### src/rtl/mptx_pkg.sv
package mptx_pkg;
  typedef enum logic [2:0] {
    ST_IDLE,
    ST_START,
    ST_DATA,
    ST_MPB,
    ST_STOP1,
    ST_STOP2
  } tx_state_e;

  typedef struct packed {
    logic seven;
    logic two_stop;
    logic mpb;
  } frame_cfg_t;
endpackage

### src/rtl/mptx_hold.sv
module mptx_hold #(
  parameter int DATA_W = 8
) (
  input  logic              clk,
  input  logic              rst_n,
  input  logic              wr_valid,
  output logic              wr_ready,
  input  logic [DATA_W-1:0] wr_data,
  input  logic              load,
  input  logic              end_set,
  input  logic              ie_empty,
  input  logic              ie_end,
  output logic [DATA_W-1:0] hold_data,
  output logic              empty_flag,
  output logic              end_flag,
  output logic              irq_empty,
  output logic              irq_end
);
  logic              empty_q;
  logic              end_q;
  logic [DATA_W-1:0] data_q;
  logic              fire;

  assign fire = wr_valid && empty_q;

  always_ff @(posedge clk) begin
    if (!rst_n) begin
      empty_q <= 1'b1;
      end_q   <= 1'b1;
      data_q  <= '0;
    end else begin
      if (load) empty_q <= 1'b1;
      if (fire) begin
        data_q  <= wr_data;
        empty_q <= 1'b0;
        end_q   <= 1'b0;
      end else if (end_set) begin
        end_q <= 1'b1;
      end
    end
  end

  assign wr_ready   = empty_q;
  assign hold_data  = data_q;
  assign empty_flag = empty_q;
  assign end_flag   = end_q;
  assign irq_empty  = empty_q && ie_empty;
  assign irq_end    = end_q && ie_end;

  // the sequencer only loads from a full holding register
  p_load_from_full_r1: assert property (@(posedge clk) disable iff (!rst_n)
    load |-> !empty_q);
  // a load leaves the holding register empty
  p_load_sets_empty_r2: assert property (@(posedge clk) disable iff (!rst_n)
    load |=> empty_q);
endmodule

### src/rtl/mptx_shift.sv
module mptx_shift #(
  parameter int W = 8
) (
  input  logic         clk,
  input  logic         rst_n,
  input  logic         load,
  input  logic [W-1:0] load_val,
  input  logic         shift_en,
  output logic         lsb
);
  logic [W-1:0] sh_q;

  always_ff @(posedge clk) begin
    if (!rst_n)        sh_q <= '0;
    else if (load)     sh_q <= load_val;
    else if (shift_en) sh_q <= {1'b0, sh_q[W-1:1]};
  end

  assign lsb = sh_q[0];
endmodule

### src/rtl/mptx_frame.sv
module mptx_frame
  import mptx_pkg::*;
#(
  parameter int DATA_W = 8
) (
  input  logic              clk,
  input  logic              rst_n,
  input  logic              tick,
  input  logic              hold_full,
  input  logic [DATA_W-1:0] hold_data,
  input  frame_cfg_t        cfg,
  output logic              load,
  output logic              end_set,
  output logic              txd
);
  localparam int CW = $clog2(DATA_W + 1);
  localparam logic [CW-1:0] NB_LONG  = CW'(DATA_W);
  localparam logic [CW-1:0] NB_SHORT = CW'(DATA_W - 1);
  localparam logic [DATA_W-1:0] SHORT_MASK = {1'b0, {(DATA_W-1){1'b1}}};

  tx_state_e     state_q, state_n;
  frame_cfg_t    cfg_q;
  logic [CW-1:0] cnt_q, cnt_n, nbits_q;
  logic          txd_q, txd_n;
  logic          shift_en, lsb, frame_done;
  logic [DATA_W-1:0] load_val;

  assign load_val = cfg.seven ? (hold_data & SHORT_MASK) : hold_data;

  mptx_shift #(.W(DATA_W)) u_shift (
    .clk      (clk),
    .rst_n    (rst_n),
    .load     (load),
    .load_val (load_val),
    .shift_en (shift_en),
    .lsb      (lsb)
  );

  always_comb begin
    state_n    = state_q;
    txd_n      = txd_q;
    cnt_n      = cnt_q;
    load       = 1'b0;
    end_set    = 1'b0;
    shift_en   = 1'b0;
    frame_done = 1'b0;
    if (tick) begin
      unique case (state_q)
        ST_IDLE: begin
          if (hold_full) begin
            load    = 1'b1;
            state_n = ST_START;
            txd_n   = 1'b0;
          end
        end
        ST_START: begin
          state_n  = ST_DATA;
          txd_n    = lsb;
          shift_en = 1'b1;
          cnt_n    = CW'(1);
        end
        ST_DATA: begin
          if (cnt_q == nbits_q) begin
            state_n = ST_MPB;
            txd_n   = cfg_q.mpb;
          end else begin
            txd_n    = lsb;
            shift_en = 1'b1;
            cnt_n    = cnt_q + CW'(1);
          end
        end
        ST_MPB: begin
          state_n = ST_STOP1;
          txd_n   = 1'b1;
        end
        ST_STOP1: begin
          if (cfg_q.two_stop) begin
            state_n = ST_STOP2;
            txd_n   = 1'b1;
          end else begin
            frame_done = 1'b1;
          end
        end
        ST_STOP2: frame_done = 1'b1;
        default:  state_n = ST_IDLE;
      endcase
      if (frame_done) begin
        if (hold_full) begin
          load    = 1'b1;
          state_n = ST_START;
          txd_n   = 1'b0;
        end else begin
          end_set = 1'b1;
          state_n = ST_IDLE;
          txd_n   = 1'b1;
        end
      end
    end
  end

  always_ff @(posedge clk) begin
    if (!rst_n) begin
      state_q <= ST_IDLE;
      txd_q   <= 1'b1;
      cnt_q   <= '0;
      nbits_q <= NB_LONG;
      cfg_q   <= '0;
    end else begin
      state_q <= state_n;
      txd_q   <= txd_n;
      cnt_q   <= cnt_n;
      if (load) begin
        cfg_q   <= cfg;
        nbits_q <= cfg.seven ? NB_SHORT : NB_LONG;
      end
    end
  end

  assign txd = txd_q;

  // start bit is low
  p_start_low_r3: assert property (@(posedge clk) disable iff (!rst_n)
    (state_q == ST_START) |-> !txd_q);
  // stop bits and idle are high
  p_mark_high_r3: assert property (@(posedge clk) disable iff (!rst_n)
    (state_q == ST_STOP1 || state_q == ST_STOP2 || state_q == ST_IDLE) |-> txd_q);
  // flag bit carries the latched value
  p_mpb_value_r4: assert property (@(posedge clk) disable iff (!rst_n)
    (state_q == ST_MPB) |-> (txd_q == cfg_q.mpb));
  // the line moves only after a baud tick
  p_txd_on_tick_r5: assert property (@(posedge clk) disable iff (!rst_n)
    !$stable(txd_q) |-> $past(tick));
endmodule

### src/rtl/mp_serial_tx.sv
module mp_serial_tx
  import mptx_pkg::*;
#(
  parameter int DATA_W = 8
) (
  input  logic              clk,
  input  logic              rst_n,
  input  logic              baud_tick,
  input  logic              wr_valid,
  output logic              wr_ready,
  input  logic [DATA_W-1:0] wr_data,
  input  logic              cfg_seven,
  input  logic              cfg_two_stop,
  input  logic              mpb_value,
  input  logic              ie_empty,
  input  logic              ie_end,
  output logic              txd,
  output logic              empty_flag,
  output logic              end_flag,
  output logic              irq_empty,
  output logic              irq_end
);
  logic              load, end_set;
  logic [DATA_W-1:0] hold_data;
  frame_cfg_t        cfg;

  assign cfg = '{seven: cfg_seven, two_stop: cfg_two_stop, mpb: mpb_value};

  mptx_hold #(.DATA_W(DATA_W)) u_hold (
    .clk        (clk),
    .rst_n      (rst_n),
    .wr_valid   (wr_valid),
    .wr_ready   (wr_ready),
    .wr_data    (wr_data),
    .load       (load),
    .end_set    (end_set),
    .ie_empty   (ie_empty),
    .ie_end     (ie_end),
    .hold_data  (hold_data),
    .empty_flag (empty_flag),
    .end_flag   (end_flag),
    .irq_empty  (irq_empty),
    .irq_end    (irq_end)
  );

  mptx_frame #(.DATA_W(DATA_W)) u_frame (
    .clk       (clk),
    .rst_n     (rst_n),
    .tick      (baud_tick),
    .hold_full (!empty_flag),
    .hold_data (hold_data),
    .cfg       (cfg),
    .load      (load),
    .end_set   (end_set),
    .txd       (txd)
  );

  // an accepted write clears both flags
  p_write_clears_r8: assert property (@(posedge clk) disable iff (!rst_n)
    (wr_valid && wr_ready) |=> (!empty_flag && !end_flag));
  // the end flag rises only while the line is marking
  p_end_marking_r7: assert property (@(posedge clk) disable iff (!rst_n)
    $rose(end_flag) |-> txd);
  // the end request never stands without its flag
  p_irq_end_flag_r9: assert property (@(posedge clk) disable iff (!rst_n)
    irq_end |-> end_flag);
endmodule

### config.mk
export PLATFORM = sky130hd
export DESIGN_NAME = mp_serial_tx
export DESIGN_NICKNAME = d
export VERILOG_FILES = /design/src/rtl/mptx_pkg.sv /design/src/rtl/mptx_hold.sv /design/src/rtl/mptx_shift.sv /design/src/rtl/mptx_frame.sv /design/src/rtl/mp_serial_tx.sv
export SDC_FILE = /design/constraint.sdc
export NUM_CORES = 1
export LEC_CHECK = 0
export ABC_CLOCK_PERIOD_IN_PS = 1600
export BUFFER_PORTS_ARGS = -buffer_cell sky130_fd_sc_hd__buf_4
export CAP_MARGIN = 20
export CORE_ASPECT_RATIO = 1.75
export CORE_MARGIN = 2
export CORE_UTILIZATION = 50
export CTS_CLUSTER_SIZE = 16
export DETAILED_ROUTE_END_ITERATION = 6
export PLACE_DENSITY = 0.84
export SLEW_MARGIN = 20
export SYNTH_ARGS = -nofsm -noshare
export SYNTH_HDL_FRONTEND = slang
export SYNTH_HIERARCHICAL = 1
export SYNTH_SLANG_ARGS = --single-unit
### constraint.sdc
create_clock -name clk -period 1.6 [get_ports clk]
set_input_delay 0.08 -clock clk [delete_from_list [all_inputs] [get_ports clk]]
set_output_delay 0.08 -clock clk [all_outputs]
set_load 0.02 [all_outputs]
==> run summary <==
status - complete, but fails checks
failing checks - negative setup slack
Max Cap Viol - 0
I/O pin cnt - 23
layout cells sized above 1 - 0.4098
Synth Flop Type - dfxtp_1
Die H - 79.08 um
Mapped Cells - 167
setup_tns - -0.2583 ns
register bit total from synthesis - 30
Post-DRT Antenna Nets - 0
count of final setup violators - 8
Remaining DRCs - 0
Final min period - 1.653 ns
root buf cell - clkbuf_8
worst-case reg-to-reg path depth - 5
power density over the cells - 928.5 mW/mm^2
Layout area overhead - 26.73%
num rows - 27
total power - 0.001895 W
fmax - 0.6048 GHz
Tot GR Track Use - 0.2246
hold slack - 0.03908 ns
Finished Core Util - 0.6566
setup ws final - -0.05339 ns
path type of the worst setup path - reg -> reg
largest net degree at the start of global routing - 33
clk buf depth - 2
HP Class - in -> reg
commonest non-fill, non-tap cell in the layout - buf_4
final wirelength - 3.680 mm
Synth Warn # - 6
Max Slew Vio Count - 0
Worst EP required - 1.77 ns
post-detail-place hpwl - 2.630 mm
Final Wtd Congestion - 0.9360
Setup crit end kind - flip-flop
dpl cells - 238
CP max-delay cell - dfxtp_2
Tightest Pin Transition - 0.3563 ns
Avg Vias per Cell - 5.609
routed len/inst - 14.84 um
first-pass GRT wire length - 5.975 mm
synth unique cells - 49
Ant. Diodes - 0
initial antenna violation count - 0
FFs w/ async S/R, synth - 0
total gr overflow - 0
Post-synth EDFFs - 0
vias in the first global route - 1367
maximum vdd drop - 0.9080 mV
crit path launch type - flip-flop
area of the mapped netlist - 0.001610 mm^2
Post-layout nets - 222
static leakage - 0.9119 nW
clk sink count - 30
H-tree Lvls - 2
Syn Nets - 185
max incr delay on CP - 0.34 ns
CP max FO - 5
Non-Filler Instances - 248
Die ar. - 0.003709 mm^2
vias - 1391
worst skew pair latency - 0.28 ns
IO buf count - 22
Hold Path Stages - 3
TritonCTS clock tree - yes
Detailed Route Iter0 Violations - 34
final period utilization - 1.033
crit path cell chain - and4_4 > o221a_4 > nor2_4 > mux2_4 > o211a_1
clock skew - 0.008682 ns
Hold Violations, Final - 0
sequential area share after synthesis - 0.3730
RSZ-0062 raised after global routing - true
worst endpoint data arrival time - 1.82 ns
Initial Utilization - 0.5181
Die Width - 46.90 um
drt pass-1 iters - 4
Reg clk slew, reported paths - 0.07 ns
Worst slew margin - 0.7619
Core ar. - 0.003108 mm^2
Post-Syn Area per Cell - 9.642 um^2
commonest cells after routing, fill and taps aside - 42 x buf_4, 25 x dfxtp_1, 12 x nand2_1, 11 x nor2_1
total CTS buffers - 5
==> power breakdown <==
| group | internal (W) | switching, W | total, W |
|---|---|---|---|
| registers | 0.000790 | 0.0000288 | 0.000819 |
| logic | 0.000169 | 0.000160 | 0.000329 |
| clock network | 0.000465 | 0.000282 | 0.000747 |
| total | 0.00142 | 0.000471 | 0.00189 |
==> critical path: cells and delay by family (launching register included) <==
| family | cells | cell delay (ns) |
|---|---|---|
| AO/OA/AOI/OAI | 2 | 0.47 |
| AND/OR/NAND/NOR | 2 | 0.41 |
| flip-flops | 1 | 0.34 |
| multiplexers | 1 | 0.33 |
==> metal layers <==
metal  global-route usage  vias to the layer above  part of all wire
met5                    0                        -                 0
met4               0.1306                        0             0.030
met3              0.05682                       11             0.037
met2               0.3904                       37              0.56
met1               0.2232                      668              0.37
li1                     -                      675                 -
==> kinds of logic (layout without fill, tap and decap cells) <==
logic type / after synthesis / after routing / synth area share
compound gates: 40 / 40 / 0.2106
xor+xnor: 1 / 1 / 0.005440
fa+ha+maj: 1 / 1 / 0.007769
buf+inv: 18 / 55 / 0.07458
flops: 30 / 30 / 0.3730
mux: 10 / 10 / 0.08392
simple gates: 67 / 68 / 0.2448
==> final cells by class <==
class | instances | area (um^2)
fill | 257 | 1067
multi-input combinational | 120 | 937.1
sequential | 30 | 609.3
timing repair buffer | 42 | 315.3
clock buffer | 7 | 76.32
tap | 43 | 53.80
clock inverter | 1 | 30.03
inverter | 5 | 18.77
==> cells in the mapped netlist (2+ instances only) <==
master | count | area share
o21ai_2 | 11 | 0.060
nor3_1 | 2 | 0.0062
nand4_1 | 10 | 0.039
nor2_1 | 12 | 0.028
and3_1 | 2 | 0.0078
and2_1 | 2 | 0.0078
a21boi_1 | 2 | 0.0093
mux2i_1 | 3 | 0.019
nand2b_1 | 10 | 0.039
a21oi_1 | 3 | 0.0093
o211a_1 | 9 | 0.056
nand2_1 | 12 | 0.028
mux2_4 | 7 | 0.065
buf_2 | 4 | 0.012
o211ai_1 | 2 | 0.0093
and2b_2 | 3 | 0.016
dfxtp_1 | 30 | 0.37
buf_4 | 4 | 0.019
buf_6 | 2 | 0.014
or4_1 | 2 | 0.0093
inv_1 | 4 | 0.0093
o21ai_0 | 4 | 0.012
==> flip-flops by register name (all words and copies together), names as in the netlist <==
name / flops
u_frame/u_shift/sh_q: 8
u_hold/hold_data: 8
u_frame/state_q: 3
u_frame/cfg_q: 2
u_frame/cnt_q: 4
u_hold/end_flag: 1
u_hold/empty_flag: 1
u_frame/nbits_q: 2
u_frame/txd: 1
==> worst paths after layout <==
kind / start / to / slack [ns]
worst min-delay path: cfg_two_stop / u_frame/cfg_q[1] / 0.04
worst min register to register: u_hold/hold_data[3] / u_hold/hold_data[3] / 0.45
worst max-delay path: u_frame/nbits_q[2] / u_frame/u_shift/sh_q[3] / -0.05
worst max register to register: u_frame/nbits_q[2] / u_frame/u_shift/sh_q[3] / -0.05
==> metrics by stage <==
stage / setup WS, ns / area (um^2)
after floorplan: -0.07988 / 1629
after global routing: -0.09505 / 2041
after detailed placement: -0.1269 / 1889
final: -0.05339 / 2041
after global placement: -0.08938 / 1889
after CTS: -0.06009 / 2019
==> what timing repair did <==
action	CTS	global route
hold buffers	0	0
cloned	1	0
pin swaps	2	5
resized for setup	6	3
endpoints found under the hold margin	0	0
buffers inserted	0	1
endpoints found under the setup margin	10	10
No activity file was read; power rests on OpenSTA's default activity.
